==> config.mk <==
export PLATFORM = sky130hd
export DESIGN_NAME = regalu_top
export DESIGN_NICKNAME = d
export VERILOG_FILES = /design/src/rtl/regalu_pkg.sv /design/src/rtl/regalu_opreg.sv /design/src/rtl/regalu_core.sv /design/src/rtl/regalu_resreg.sv /design/src/rtl/regalu_top.sv
export SDC_FILE = /design/constraint.sdc
export NUM_CORES = 1
export LEC_CHECK = 0
export ABC_AREA = 1
export BUFFER_PORTS_ARGS = -buffer_cell sky130_fd_sc_hd__buf_2
export CORE_AREA = 3 3 40 42
export CTS_BUF_LIST = sky130_fd_sc_hd__clkbuf_4 sky130_fd_sc_hd__clkbuf_8 sky130_fd_sc_hd__clkbuf_16
export DETAILED_ROUTE_END_ITERATION = 16
export DIE_AREA = 0 0 43 45
export PLACE_DENSITY = 0.8
export SETUP_SLACK_MARGIN = 0.05
export SKIP_LAST_GASP = 1
export SLEW_MARGIN = 10
export SYNTH_ARGS = -nofsm -noshare
export SYNTH_HDL_FRONTEND = slang
export SYNTH_SLANG_ARGS = --single-unit
export TNS_END_PERCENT = 5
==> constraint.sdc <==
create_clock -name clk -period 3.57 [get_ports clk]
set_input_delay 0.1785 -clock clk [delete_from_list [all_inputs] [get_ports clk]]
set_output_delay 0.1785 -clock clk [all_outputs]
set_load 0.01 [all_outputs]
==> src/rtl/regalu_pkg.sv <==
package regalu_pkg;

    localparam int unsigned DATA_W = 4;

    typedef struct packed {
        logic math;
        logic sub;
    } sel_t;

    typedef enum logic [1:0] {
        OP_AND = 2'b00,
        OP_OR  = 2'b01,
        OP_ADD = 2'b10,
        OP_SUB = 2'b11
    } alu_op_e;

    function automatic alu_op_e decode_sel(sel_t s);
        return alu_op_e'({s.math, s.sub});
    endfunction

    function automatic logic is_arith(alu_op_e op);
        return (op == OP_ADD) || (op == OP_SUB);
    endfunction

endpackage

==> src/rtl/regalu_opreg.sv <==
module regalu_opreg #(
    parameter int unsigned W = 4
) (
    input  logic         clk,
    input  logic         rst,
    input  logic         en,
    input  logic [W-1:0] d,
    output logic [W-1:0] q
);

    always_ff @(posedge clk) begin
        if (rst) begin
            q <= '0;
        end else if (en) begin
            q <= d;
        end
    end

endmodule

==> src/rtl/regalu_core.sv <==
module regalu_core
    import regalu_pkg::*;
#(
    parameter int unsigned W = 4
) (
    input  logic [W-1:0] a,
    input  logic [W-1:0] b,
    input  alu_op_e      op,
    output logic [W-1:0] y
);

    logic          invert_b;
    logic [W-1:0]  b_eff;
    logic [W-1:0]  cy;
    logic [W-1:0]  sum;

    assign invert_b = (op == OP_SUB);
    assign b_eff    = b ^ {W{invert_b}};
    assign cy[0]    = invert_b;

    genvar i;
    generate
        for (i = 0; i < W; i++) begin : g_bit
            assign sum[i] = a[i] ^ b_eff[i] ^ cy[i];
            if (i < W - 1) begin : g_carry
                assign cy[i+1] = (a[i] & b_eff[i]) | (cy[i] & (a[i] ^ b_eff[i]));
            end
        end
    endgenerate

    always_comb begin
        if (is_arith(op)) begin
            y = sum;
        end else if (op == OP_OR) begin
            y = a | b;
        end else begin
            y = a & b;
        end
    end

endmodule

==> src/rtl/regalu_resreg.sv <==
module regalu_resreg #(
    parameter int unsigned W        = 4,
    parameter bit          NEG_EDGE = 1'b0
) (
    input  logic         clk,
    input  logic         rst,
    input  logic         en,
    input  logic [W-1:0] d,
    output logic [W-1:0] q
);

    generate
        if (NEG_EDGE) begin : g_fall
            always_ff @(negedge clk) begin
                if (rst) begin
                    q <= '0;
                end else if (en) begin
                    q <= d;
                end
            end
        end else begin : g_rise
            always_ff @(posedge clk) begin
                if (rst) begin
                    q <= '0;
                end else if (en) begin
                    q <= d;
                end
            end
        end
    endgenerate

endmodule

==> src/rtl/regalu_top.sv <==
module regalu_top
    import regalu_pkg::*;
#(
    parameter int unsigned WIDTH     = DATA_W,
    parameter bit          FAST_MODE = 1'b0
) (
    input  logic             clk,
    input  logic             rst,
    input  logic             en,
    input  logic             math_sel,
    input  logic             sub_sel,
    input  logic [WIDTH-1:0] a_in,
    input  logic [WIDTH-1:0] b_in,
    output logic [WIDTH-1:0] c_out
);

    localparam int unsigned N_OPND = 2;

    logic [WIDTH-1:0] opnd_d [N_OPND];
    logic [WIDTH-1:0] opnd_q [N_OPND];
    logic [WIDTH-1:0] opa_q;
    logic [WIDTH-1:0] opb_q;
    logic [WIDTH-1:0] alu_y;
    sel_t             sel;
    alu_op_e          op;

    assign opnd_d[0] = a_in;
    assign opnd_d[1] = b_in;

    genvar k;
    generate
        for (k = 0; k < N_OPND; k++) begin : g_opnd
            regalu_opreg #(.W(WIDTH)) u_reg (
                .clk (clk),
                .rst (rst),
                .en  (en),
                .d   (opnd_d[k]),
                .q   (opnd_q[k])
            );
        end
    endgenerate

    assign opa_q = opnd_q[0];
    assign opb_q = opnd_q[1];

    assign sel.math = math_sel;
    assign sel.sub  = sub_sel;
    assign op       = decode_sel(sel);

    regalu_core #(.W(WIDTH)) u_core (
        .a  (opa_q),
        .b  (opb_q),
        .op (op),
        .y  (alu_y)
    );

    regalu_resreg #(.W(WIDTH), .NEG_EDGE(FAST_MODE)) u_res (
        .clk (clk),
        .rst (rst),
        .en  (en),
        .d   (alu_y),
        .q   (c_out)
    );

endmodule

==> impl_metrics.yaml <==
run_status:
  outcome: "finished clean"
timing:
  relSlewSlack: 0.666
  rsz0062_at_grt: "false"
  slew_viol_final: 0
  final.setup_skew_ns: 0.00181
  worstMarginPinSlew_ns: 0.501
  period_share: 0.506
  period_needed_ns: 1.81
  clock.fmax_mhz: 554
  hold_violations: 0
  tns_ns: 0
  setup_viol: 0
logic_synthesis:
  avgSynthCellArea_sq_um: 7.07
  yosys.area.top_type_share: 0.362
  synth_area_leaders: "dfxtp_1 36%, a21oi_1 13%, o21ai_0 12%"
  synth-edff-count: 0
  synth_top_area_cell: "dfxtp_1"
  netlist_area_sq_um: 664
  synth_cell_types: 14
  syn-num-nets: 111
  yosys_warnings: 0
  yosys-top-cells-count: "17 x a21oi_1, 17 x nand2_1, 16 x o21ai_0, 14 x inv_1, 12 x dfxtp_1"
  synth_flop_cell: "dfxtp_1"
  synth_cells: 94
  synth-seq-cells: 12
  synth_seq_area_share: 0.362
  async_flop_share: 0
global_routing:
  grt-ovfl-total: 0
  grt_max_degree: 21
  grt_pass1_vias: 528
  antenna_found_initial: 0
  grt_usage: 0.153
  grt_pass1_wl_um: 2190
clock_tree:
  postCtsHoldBufs: 0
  cts_made_buffers: 3
  cts_setup_buffers: 0
  clock_sinks: 12
  cts_tree: "done"
  clk_path_buf_depth: 2
  htree_levels: 1
  cts_resized: 0
  cts_root_buffer: "clkbuf_4"
  clk_pin_slew_worst_paths_ns: 0.07
  clk_latency_ns: 0.27
setup_path:
  path_cells: "inv_1 -> xor2_1 -> fa_1 -> inv_1 -> fa_1 -> nor2_1 -> nor2_1 -> a21oi_1"
  criticalPathCategory: "reg2reg"
  path_max_fanout: 3
  startpoint_type: "flip-flop"
  arrival_ns: 2.01
  cp_slowest_cell: "fa_1"
  max_stage_delay_ns: 0.40
  end_kind: "flip-flop"
  required_ns: 3.77
flow_run:
  drv_cap: 0
cells_and_area:
  diodes: 0
  area_delta_synth_final_pct: 14.3
  fill_cells: 128
  instances_no_fill: 124
  fin_nets: 128
  drive_above_1_share: 0.193
routing:
  dr.first_iter.drc_count: 23
  first_pass_iters: 4
  avgViaCountPerCell: 4.86
  drc: 0
  ant_nets: 0
  wirelength_um: 1300
  wire_per_inst_um: 10.5
  vias: 603
power:
  leakage_nw: 0.379
  ir_drop_mv: 0.190
  p_per_area_mw_per_mm2: 387
  power.total_uw: 294
placement:
  place_hpwl_um: 960
  dp.cells: 121
  place.gp.congestion: 0.815
  port_buffers: 16
floorplanning:
  die_y_um: 45
  dieWidth_um: 43
  num_rows: 13
  ioPinCount: 17
  core_sq_mm: 0.00128
  die-area_sq_mm: 0.00194
  start_util: 0.517
min_path:
  hold_path.class: "in2reg"
[per-stage QoR]
stage	hold WS, ns	util	setup WS [ns]	instance area [sq um]
final	0.185	0.591	1.76	759
after floorplan	0.354	-	1.88	664
after CTS	0.189	0.591	1.77	759
after detailed placement	0.468	0.574	1.66	737
after global routing	0.192	0.591	1.66	759
after global placement	0.455	0.574	1.73	737
[critical path, delay by kind of cell (launching register included)]
kind,cells,cell delay (ns)
adder cells (fa/ha/maj),2,0.78
flip-flops,1,0.31
XOR/XNOR,1,0.17
AO/OA/AOI/OAI,1,0.17
AND/OR/NAND/NOR,2,0.17
buffers and inverters,2,0.13
[power breakdown]
part	internal, mW	switching [mW]
sequential	0.144	0.00555
clock	0.0390	0.0430
combinational	0.0254	0.0368
[kinds of logic (layout without fill, tap and decap cells)]
kind of cell / after synthesis / count (layout) / synth area share
adders and majority gates: 4 / 4 / 0.0979
and+or+nand+nor: 24 / 24 / 0.141
DFF: 12 / 12 / 0.362
buffers and inverters: 19 / 34 / 0.124
xor gates and xnor gates: 2 / 2 / 0.0264
AOI/OAI and AO/OA: 33 / 33 / 0.249
[layer usage]
layer | up-vias | global-route usage | share of wire
met3 | 4 | 0.0359 | 0.082
met2 | 18 | 0.234 | 0.43
met1 | 247 | 0.192 | 0.46
met4 | 0 | 0.108 | 0.028
li1 | 334 | - | -
met5 | - | 0 | 0
[cells in the final DEF (no fill, tap or decap)]
master    synthesis  final
nand3_1           1      1
buf_2             3     16
inv_2             1      1
ha_1              2      2
dfxtp_1          12     12
nand2_2           1      1
inv_1            14     14
clkbuf_4          0      3
o21ai_0          16     16
a21oi_1          17     17
xor2_1            2      2
fa_1              2      2
nor2_1            5      5
nand2_1          17     17
[flip-flops by register name (all words and copies together) (netlist names)]
signal	count
g_opnd.u_reg.q	8
u_res.q	4
[final timing paths]
kind,slack (ns),cells after the start,from,end
min,0.18,3,b_in[2],g_opnd[1].u_reg.q[2]
max,1.76,8,g_opnd[1].u_reg.q[1],u_res.q[2]
max reg2reg,1.76,8,g_opnd[1].u_reg.q[1],u_res.q[2]
min reg2reg,0.49,2,g_opnd[1].u_reg.q[3],g_opnd[1].u_reg.q[3]
[layout make-up]
type                            count  area [sq um]  area share
Clock buffer                        3          22.5      0.0297
Timing Repair Buffer               16          80.1       0.105
Multi-Input combinational cell     63           342       0.450
Sequential cell                    12           240       0.316
Tap cell                           15          18.8      0.0247
Inverter                           15          56.3      0.0741
(Power assumes the default switching activity.)
